`src/rtl/bscan_pkg.sv`:
```
package bscan_pkg;
  typedef enum logic [1:0] {
    BS_NORMAL = 2'b00,
    BS_SAMPLE = 2'b01,
    BS_EXTEST = 2'b10,
    BS_RSVD   = 2'b11
  } bs_mode_e;
endpackage

```
`src/rtl/bscan_ctrl.sv`:
```
module bscan_ctrl
  import bscan_pkg::*;
(
  input  logic [1:0] mode_i,
  input  logic       capture_i,
  input  logic       shift_i,
  input  logic       update_i,
  output logic       cap_en_o,
  output logic       shf_en_o,
  output logic       upd_en_o,
  output logic       drive_en_o
);
  bs_mode_e mode;
  logic     active;

  always_comb begin
    mode       = bs_mode_e'(mode_i);
    active     = 1'b0;
    drive_en_o = 1'b0;
    case (mode)
      BS_SAMPLE: active = 1'b1;
      BS_EXTEST: begin
        active     = 1'b1;
        drive_en_o = 1'b1;
      end
      default: ;
    endcase
  end

  // shift takes priority over capture
  assign shf_en_o = active & shift_i;
  assign cap_en_o = active & capture_i & ~shift_i;
  assign upd_en_o = active & update_i;
endmodule

```
`src/rtl/bscan_cell.sv`:
```
module bscan_cell (
  input  logic clk_i,
  input  logic rst_ni,
  input  logic cap_en_i,
  input  logic shf_en_i,
  input  logic upd_en_i,
  input  logic drive_en_i,
  input  logic ser_i,
  input  logic par_i,
  output logic par_o,
  output logic ser_o,
  output logic hold_o
);
  logic shf_q, upd_q;

  always_ff @(posedge clk_i or negedge rst_ni) begin
    if (!rst_ni)       shf_q <= 1'b0;
    else if (shf_en_i) shf_q <= ser_i;
    else if (cap_en_i) shf_q <= par_i;
  end

  always_ff @(posedge clk_i or negedge rst_ni) begin
    if (!rst_ni)       upd_q <= 1'b0;
    else if (upd_en_i) upd_q <= shf_q;
  end

  assign par_o  = drive_en_i ? upd_q : par_i;
  assign ser_o  = shf_q;
  assign hold_o = upd_q;
endmodule

```
`src/rtl/bscan_chain.sv`:
```
module bscan_chain #(
  parameter int unsigned NUM_IN  = 4,
  parameter int unsigned NUM_OUT = 4
) (
  input  logic               clk_i,
  input  logic               rst_ni,
  input  logic [1:0]         mode_i,
  input  logic               capture_i,
  input  logic               shift_i,
  input  logic               update_i,
  input  logic               tdi_i,
  output logic               tdo_o,
  input  logic [NUM_IN-1:0]  pin_in_i,
  output logic [NUM_IN-1:0]  core_in_o,
  input  logic [NUM_OUT-1:0] core_out_i,
  output logic [NUM_OUT-1:0] pin_out_o
);
  localparam int unsigned N = NUM_IN + NUM_OUT;

  logic         cap_en, shf_en, upd_en, drive_en;
  logic [N-1:0] par_in, par_out, ser_in, shf_q, upd_q;

  bscan_ctrl i_ctrl (
    .mode_i     (mode_i),
    .capture_i  (capture_i),
    .shift_i    (shift_i),
    .update_i   (update_i),
    .cap_en_o   (cap_en),
    .shf_en_o   (shf_en),
    .upd_en_o   (upd_en),
    .drive_en_o (drive_en)
  );

  for (genvar i = 0; i < N; i++) begin : g_cell
    if (i < NUM_IN) begin : g_in
      assign par_in[i]    = pin_in_i[i];
      assign core_in_o[i] = par_out[i];
    end else begin : g_out
      assign par_in[i]             = core_out_i[i-NUM_IN];
      assign pin_out_o[i-NUM_IN]   = par_out[i];
    end

    if (i == N-1) begin : g_head
      assign ser_in[i] = tdi_i;
    end else begin : g_link
      assign ser_in[i] = shf_q[i+1];
    end

    bscan_cell i_cell (
      .clk_i      (clk_i),
      .rst_ni     (rst_ni),
      .cap_en_i   (cap_en),
      .shf_en_i   (shf_en),
      .upd_en_i   (upd_en),
      .drive_en_i (drive_en),
      .ser_i      (ser_in[i]),
      .par_i      (par_in[i]),
      .par_o      (par_out[i]),
      .ser_o      (shf_q[i]),
      .hold_o     (upd_q[i])
    );
  end

  assign tdo_o = shf_q[0];
endmodule

```
`config.mk`:
```
export PLATFORM = sky130hd
export DESIGN_NAME = bscan_chain
export DESIGN_NICKNAME = d
export VERILOG_FILES = /design/src/rtl/bscan_pkg.sv /design/src/rtl/bscan_ctrl.sv /design/src/rtl/bscan_cell.sv /design/src/rtl/bscan_chain.sv
export SDC_FILE = /design/constraint.sdc
export NUM_CORES = 1
export LEC_CHECK = 0
export CAP_MARGIN = 0
export CORE_MARGIN = 4
export CORE_UTILIZATION = 51
export DETAILED_ROUTE_END_ITERATION = 10
export PLACE_DENSITY = 0.83
export SYNTH_ARGS = -nofsm -noshare
export SYNTH_HDL_FRONTEND = slang
export SYNTH_SLANG_ARGS = --single-unit
```
`constraint.sdc`:
```
create_clock -name clk_i -period 4.7 [get_ports clk_i]
set_input_delay 1.41 -clock clk_i [delete_from_list [all_inputs] [get_ports clk_i]]
set_output_delay 1.41 -clock clk_i [all_outputs]
set_load 0.005 [all_outputs]
```
Yosys cells after proc, flatten, opt, wreduce, memory -nomap -nowiden
Cells that the tools add are included.
Widths: inputs -> output; s select.
{"block": "op_classes", "reduce_logical": 2, "n_bitwise": 5, "mux": 26, "eq_ne": 2}
{"operator": "$mux 1", "count": 26}
{"operator": "$and 1x1->1", "count": 4}
{"operator": "$eq 2x1->1 const B", "count": 1}
{"operator": "$eq 2x2->1 const B", "count": 1}
{"operator": "$reduce_bool 2->1", "count": 1}
{"operator": "$reduce_or 2->1", "count": 1}
{"operator": "$not 1->1", "count": 1}
{"block": "totals", "elab_cells": 51, "ff_bits": 16}

Logic depth before layout (Yosys ltp)
Gate-level depths: netlist of run 1.
{"block": "logic_depth", "depth_word": 7, "depth_mapped": 6, "mapped_depth_nobuf": 4}

Modules after synthesis
Synthesis of run 1 repeated with hierarchy kept, for this count alone.
{"block": "hier_totals", "hier_cells": 61, "area_unflattened_um2": 802.0}
{"module": "bscan_cell", "area_each_um2": 95.1, "instances": 8, "cells_per_inst": 7}
{"module": "bscan_ctrl", "area_each_um2": 41.3, "instances": 1, "cells_per_inst": 5}

Least setup slack after synthesis of run 1
OpenSTA, ideal clock, no wires.
{"block": "synth_path", "path_kind": "input to output", "from": "in mode_i[0]", "to": "out core_in_o[0]", "n_path_buf": 2, "t_required_ps": 3290, "path_stages": 5, "slack_ps": 1082, "arrival_time_ps": 2208, "cell_sequence": "inv_1 -> ha_1 -> buf_2 -> mux2_2 -> buf_4"}
{"block": "synth_via", "elab_chain_cells": 3}
{"item": "start, declared", "line": "bscan_chain.sv:7", "source": "input logic [1:0] mode_i,"}
{"item": "$eq 2x2->1", "line": "bscan_ctrl.sv:20", "source": "case (mode)"}
{"item": "$mux 1", "line": "bscan_ctrl.sv:20"}
{"item": "$mux 1", "line": "bscan_cell.sv:27", "source": "assign par_o = drive_en_i ? upd_q : par_i;"}
{"item": "end, declared", "line": "bscan_chain.sv:14", "source": "output logic [NUM_IN-1:0] core_in_o,"}
No other way between the ends.

Final worst setup path of run 1
Ends and elaborated chain as after synthesis.

==> results of run 1 <==
worst register-to-register path, stage by stage, from the launching register on:
cell and delay, ns:
dfrtp_1 0.41, nor3b_1 0.21, a211oi_1 0.09
registers in the layout, summed over array words and instances (netlist names):
| register | count |
|---|---|
| g_cell.i_cell.hold_o | 8 |
| g_cell.i_cell.ser_o | 8 |
cell type report:
type	count	area [um2]
timing repair buffer	25	247.7
fill	150	576.8
tap	25	31.28
inverter	9	33.78
sequential	16	400.4
clock buffer	4	36.28
multi-input combinational	43	437.9
worst max path at each step:
stage / startpoint / cells after the start / to / slack (ns)
finish: mode_i[0] / 6 / core_in_o[0] / 0.32
global route: mode_i[0] / 6 / core_in_o[1] / 0.22
CTS: mode_i[0] / 6 / core_in_o[0] / 0.30
detailed placement: mode_i[0] / 6 / core_in_o[0] / 0.31
global placement: mode_i[0] / 6 / core_in_o[3] / 0.32
floorplan: mode_i[0] / 5 / core_in_o[0] / 1.08
logic make-up (layout without fill, tap and decap cells):
kind of cell | Yosys count | count (layout) | synth area share (%)
AND/OR/NAND/NOR | 17 | 17 | 14.76
adder cells (fa/ha/maj) | 1 | 1 | 1.283
buffers and inverters | 23 | 38 | 13.99
flip-flops | 16 | 16 | 41.08
AO/OA/AOI/OAI | 9 | 9 | 7.317
multiplexers | 16 | 16 | 21.57
layout by cell type, fill, tap and decap left out, drive strengths merged:
master,n
o21bai,1
dfrtp,16
mux2,16
clkbuf,4
inv,9
ha,1
nor4b,8
a211oi,8
buf,1
nor3b,8
nand2b,1
clkdlybuf4s50,24
power by group:
part / leakage, nW / switching, mW / total [mW] / internal, mW
Clock: 0.0210 / 0.0432 / 0.0904 / 0.0472
Combinational: 0.310 / 0.0442 / 0.134 / 0.0897
Sequential: 0.170 / 0.0265 / 0.204 / 0.178
per-layer routing:
metal  up-vias  track usage (%)  share of wire, %
met5         -                0                 0
li1        316                -                 -
met4         0            3.930              0.65
met1       326            20.33                41
met3         2            6.304               8.6
met2        34            26.91                50
==> flow_summary_export.csv, run 1 <==
group,metric,value,unit
outcome,outcome,"complete, no violations",
global_routing,grt_overflow,0,
sta,clock.fmax,228.5,MHz
die,die_y,51.72,um
sta,fin_tns_setup,0,ns
cts,ctsHoldBuffers,0,
finish,fin_area,1187,um2
setup_path,worstSetupEndpointType,"output port",
finish,syn2layout_area_growth,21.82,%
die,die_x,51.72,um
die,rows,15,
global_routing,grt.total_usage,16.43,%
setup_path,reg2reg_to,"g_cell[3].i_cell.ser_o",
min_path,holdPathStages,1,
logic_synthesis,netlist_area,974.7,um2
logic_synthesis,synthTopCellsByCount,"16 x dfrtp_1, 9 x inv_1",
die,num_io_pins,25,
finish,drive_above_1_share,23.71,%
setup_path,cp_slowest_stage_delay,0.45,ns
placement,place_hpwl,1.338,mm
cts,cts_sinks,16,
die,start_util,55.25,%
setup_path,cp_num_buf_inv,4,
pwr,p_leak,0.5008,nW
routing,remaining_drc_errors,0,
logic_synthesis,syn_nets,99,
cts,cts_buffers,3,
global_routing,antenna_found_initial,0,
cts,cts.path.max_buffers,2,
placement,place_congestion,0.7522,
pwr,power,428.4,uW
die,dieArea,2674,um2
sta,setup_slack,0.3230,ns
setup_path,worstPathMaxFanout,8,
global_routing,grt_pass1_vias,676,
routing,drt-total-wl,1.858,mm
sta,min_period_over_period,93.13,%
setup_path,reg2reg_slack,3.86,ns
sta,final_max_slew_viol_count,0,
sta,max_slew_margin,53.01,%
placement,place_area,1151,um2
pwr,ir_worst_vdd,205.2,uV
routing,drtPass1Iterations,4,
sta,worstMarginPinSlew,0.7026,ns
cts,cts_tree,"done",
job,drv_cap,0,
sta,rsz0062_at_grt,"no",
placement,post-place-ws,0.3102,ns
logic_synthesis,synthFlopType,"dfrtp_1",
sta,setup_violations,0,
logic_synthesis,yosysWarnings,0,
finish,fin_cells,122,
routing,viasPerCell,5.557,
pwr,p_per_area,360.8,nW/um2
min_path,hold_path_end,"g_cell[6].i_cell.hold_o",
sta,hold_violations,0,
logic_synthesis,yosysTopAreaCell,"dfrtp_1",
routing,antenna_left,0,
setup_path,crit_top_cell,"clkdlybuf4s50_1",
setup_path,r2r_start,"g_cell[4].i_cell.ser_o",
cts,htreeDepth,1,
logic_synthesis,synth-edff-count,0,
logic_synthesis,yosys-top-cells-area,"dfrtp_1 41%, mux2_4 12%, mux2_2 9.2%",
setup_path,path_class,"input port to output port",
min_path,min-delay-start,"g_cell[6].i_cell.hold_o",
sta,period_minus_slack,4.377,ns
finish,antennaDiodeCount,0,
logic_synthesis,synth_seq_cells,16,
logic_synthesis,synth_cells,82,
setup_path,worstRegToRegCells,2,
logic_synthesis,ys_seq_area_share,41.08,%
logic_synthesis,async_flop_share,100.0,%
cts,cts_setup_buffers,0,
setup_path,critPathSlowestCell,"clkdlybuf4s50_1",
routing,drtIter0Drc,26,
sta,hold_ws,0.5172,ns
setup_path,start_kind,"input port",
routing,vias,678,
placement,placedCellCount,118,
cts,clk_pin_slew,0.10,ns
cts,clockRootBuffer,"clkbuf_4",
sta,clock_skew,0.006545,ns
finish,final_util,67.31,%
placement,io_buffers,24,
setup_path,cp.required,3.29,ns
setup_path,path_delay_family,"buffers and inverters",
min_path,min_path_type,"register to register",
cts,cts_resized,0,
global_routing,grt_pass1_wl,3.201,mm
setup_path,crit_arrival,2.97,ns
logic_synthesis,netlist.area_leader.share,41.08,%
setup_path,cp_cell_sequence,"clkdlybuf4s50_1 -> inv_1 -> ha_1 -> buf_4 -> mux2_2 -> clkdlybuf4s50_1",
finish,num-nets-final,115,
global_routing,grt_start_max_net_pins,19,
die,core,1764,um2
logic_synthesis,postSynthAreaPerCell,11.89,um2
routing,routedWlPerCell,15.23,um
cts,clock_latency,0.29,ns
logic_synthesis,yosysMostFrequentCell,"dfrtp_1",
logic_synthesis,yosysUniqueCellTypes,13,
No activity file was read; power rests on OpenSTA's default activity.
==> run 2, diff against run 1 <==
--- a/config.mk
+++ b/config.mk
@@ -5,6 +5,8 @@
 export SDC_FILE = /design/constraint.sdc
 export NUM_CORES = 1
 export LEC_CHECK = 0
+export ABC_AREA = 1
+export ABC_CLOCK_PERIOD_IN_PS = 4700
 export CAP_MARGIN = 0
 export CORE_MARGIN = 4
 export CORE_UTILIZATION = 51
==> flow_summary_export.csv, run 2 <==
group,metric,value,unit
cts,clock_latency,0.28,ns
logic_synthesis,async_flop_share,100.0,%
die,die_y,51.97,um
die,rows,15,
cts,clockRootBuffer,"clkbuf_4",
min_path,hold_path_end,"g_cell[4].i_cell.ser_o",
finish,fillers,143,
cts,cts_buffers,3,
logic_synthesis,syn_nets,141,
placement,placedCellCount,162,
setup_path,crit_arrival,3.00,ns
sta,worstMarginPinSlew,0.6569,ns
pwr,pwr-share-seq,49.5,%
setup_path,path_class,"input port to output port",
placement,place_congestion,0.7371,
logic_synthesis,netlist.area_leader.share,40.61,%
routing,remaining_drc_errors,0,
min_path,holdPathStages,2,
sta,clock_skew,0.0003683,ns
finish,fin_area,1189,um2
die,dieArea,2701,um2
routing,viasPerCell,4.582,
pwr,swShare,32.26,%
global_routing,grt_pass1_vias,698,
sta,fin_tns_setup,0,ns
global_routing,grt_start_max_net_pins,17,
placement,place_area,1166,um2
logic_synthesis,postSynthAreaPerCell,7.951,um2
cts,cts_sinks,16,
setup_path,cp_slowest_stage_delay,0.54,ns
cts,cts_setup_buffers,0,
sta,rsz0062_at_grt,"no",
setup_path,critPathSlowestCell,"clkdlybuf4s50_1",
cts,htreeDepth,1,
setup_path,cp.required,3.29,ns
finish,fin_cells,165,
sta,hold_violations,0,
global_routing,grt_overflow,0,
logic_synthesis,yosys-top-cells-area,"dfrtp_1 41%, nand2_1 18%, inv_1 6.5%",
routing,vias,756,
sta,period_minus_slack,4.410,ns
outcome,outcome,"complete, no violations",
routing,routedWlPerCell,10.60,um
routing,antenna_left,0,
cts,clk_pin_slew,0.08,ns
setup_path,cp_cell_sequence,"clkdlybuf4s50_1 -> inv_1 -> ha_1 -> o21ai_0 -> clkdlybuf4s50_1",
pwr,power,381.9,uW
pwr,switching_power,123.2,uW
finish,final_common_cell,"nand2_1",
sta,clock.fmax,226.8,MHz
die,die_x,51.97,um
die,start_util,55.30,%
cts,ctsHoldBuffers,0,
setup_path,worstRegToRegCells,4,
pwr,clockPowerShare,18.4,%
setup_path,path_delay_family,"buffers and inverters",
logic_synthesis,ys_seq_area_share,40.61,%
global_routing,grt_pass1_wl,2.980,mm
job,drv_cap,0,
placement,io_buffers,24,
finish,antennaDiodeCount,0,
logic_synthesis,yosysUniqueCellTypes,17,
pwr,comb_power_share,32.1,%
setup_path,worstPathMaxFanout,16,
routing,drtPass1Iterations,4,
logic_synthesis,netlist_area,985.9,um2
min_path,min_path_type,"register to register",
logic_synthesis,yosysMostFrequentCell,"nand2_1",
finish,num-nets-final,159,
setup_path,r2r_start,"g_cell[5].i_cell.ser_o",
sta,final_max_slew_viol_count,0,
sta,max_slew_margin,56.07,%
global_routing,antenna_found_initial,0,
routing,drt-total-wl,1.749,mm
logic_synthesis,synthTopCellsByCount,"46 x nand2_1, 17 x inv_1, 16 x dfrtp_1, 9 x nand3_1, 8 x buf_4",
pwr,p_per_area,321.3,nW/um2
logic_synthesis,synth-edff-count,0,
pwr,internal_power,258.7,uW
placement,post-place-ws,0.2687,ns
setup_path,reg2reg_to,"g_cell[4].i_cell.ser_o",
finish,final_cell_mix,"46 x nand2_1, 24 x clkdlybuf4s50_1, 17 x inv_1, 16 x dfrtp_1, 9 x nand3_1",
sta,min_period_over_period,93.83,%
setup_path,worstSetupEndpointType,"output port",
die,core,1783,um2
cts,cts_tree,"done",
pwr,p_leak,0.6066,nW
sta,setup_slack,0.2900,ns
global_routing,grt.total_usage,14.96,%
logic_synthesis,synthFlopType,"dfrtp_1",
logic_synthesis,synth_seq_cells,16,
setup_path,start_kind,"input port",
die,num_io_pins,25,
min_path,min-delay-start,"g_cell[4].i_cell.ser_o",
finish,syn2layout_area_growth,20.56,%
sta,setup_violations,0,
setup_path,reg2reg_slack,3.91,ns
setup_path,crit_top_cell,"clkdlybuf4s50_1",
logic_synthesis,yosysWarnings,0,
logic_synthesis,yosysTopAreaCell,"dfrtp_1",
routing,drtIter0Drc,12,
cts,cts.path.max_buffers,2,
cts,cts_resized,0,
pwr,ir_worst_vdd,185.9,uV
finish,drive_above_1_share,13.57,%
placement,place_hpwl,1.442,mm
setup_path,cp_num_buf_inv,3,
logic_synthesis,synth_cells,124,
-- run 2: routing by layer --
metal  track usage, %  up-vias  share of wire [%]
met2            23.64       18                 48
met4            6.550        0                1.4
li1                 -      405                  -
met5                0        -                  0
met3            3.438        4                5.9
met1            19.41      329                 44
-- run 2: per-stage QoR --
| stage | hold WS (ns) | util [%] |
|---|---|---|
| 2_1_floorplan | 0.4487 | - |
| 4_1_cts | 0.4888 | 66.67 |
| 5_1_grt | 0.5025 | 66.67 |
| 6_report | 0.4870 | 66.67 |
| 3_3_place_gp | 0.4656 | 65.40 |
| 3_5_place_dp | 0.4662 | 65.40 |
-- run 2: tightest hold or removal path, stage by stage (launching register included) --
cell,delay (ns)
dfrtp_1,0.35
nand2_1,0.05
nand2_1,0.06
-- run 2: final cells by class --
type	instances	area [um2]	share of cell area [%]
well taps	25	31.28	2.632
repair buffers	24	240.2	20.21
flip-flops and latches	16	400.4	33.68
multi-input cells	78	412.9	34.74
clock buffers	3	22.52	1.895
inverters	19	81.33	6.842
-- run 2: power groups by stage --
stage               combinational [mW]  clock (mW)  sequential (mW)
finish                           0.123      0.0703            0.189
global route                     0.139      0.0764            0.192
CTS                              0.125      0.0724            0.188
detailed placement               0.125           0            0.191
global placement                 0.121           0            0.190
floorplan                       0.0915           0            0.187
-- run 2: worst max path at each step --
stage / to / slack [ns] / startpoint / cells after the start
final: pin_out_o[3] / 0.29 / mode_i[0] / 5
after CTS: pin_out_o[3] / 0.27 / mode_i[0] / 5
after global routing: pin_out_o[2] / 0.07 / mode_i[0] / 6
after global placement: pin_out_o[3] / 0.33 / mode_i[0] / 5
after floorplan: core_in_o[0] / 1.20 / mode_i[0] / 6
after detailed placement: pin_out_o[3] / 0.27 / mode_i[0] / 5
-- run 2: logic make-up after synthesis --
family,share of synthesized area [%]
adders and majority gates,1.269
and+or+nand+nor,30.33
AOI/OAI and AO/OA,10.28
DFF,40.61
buffers and inverters,17.51
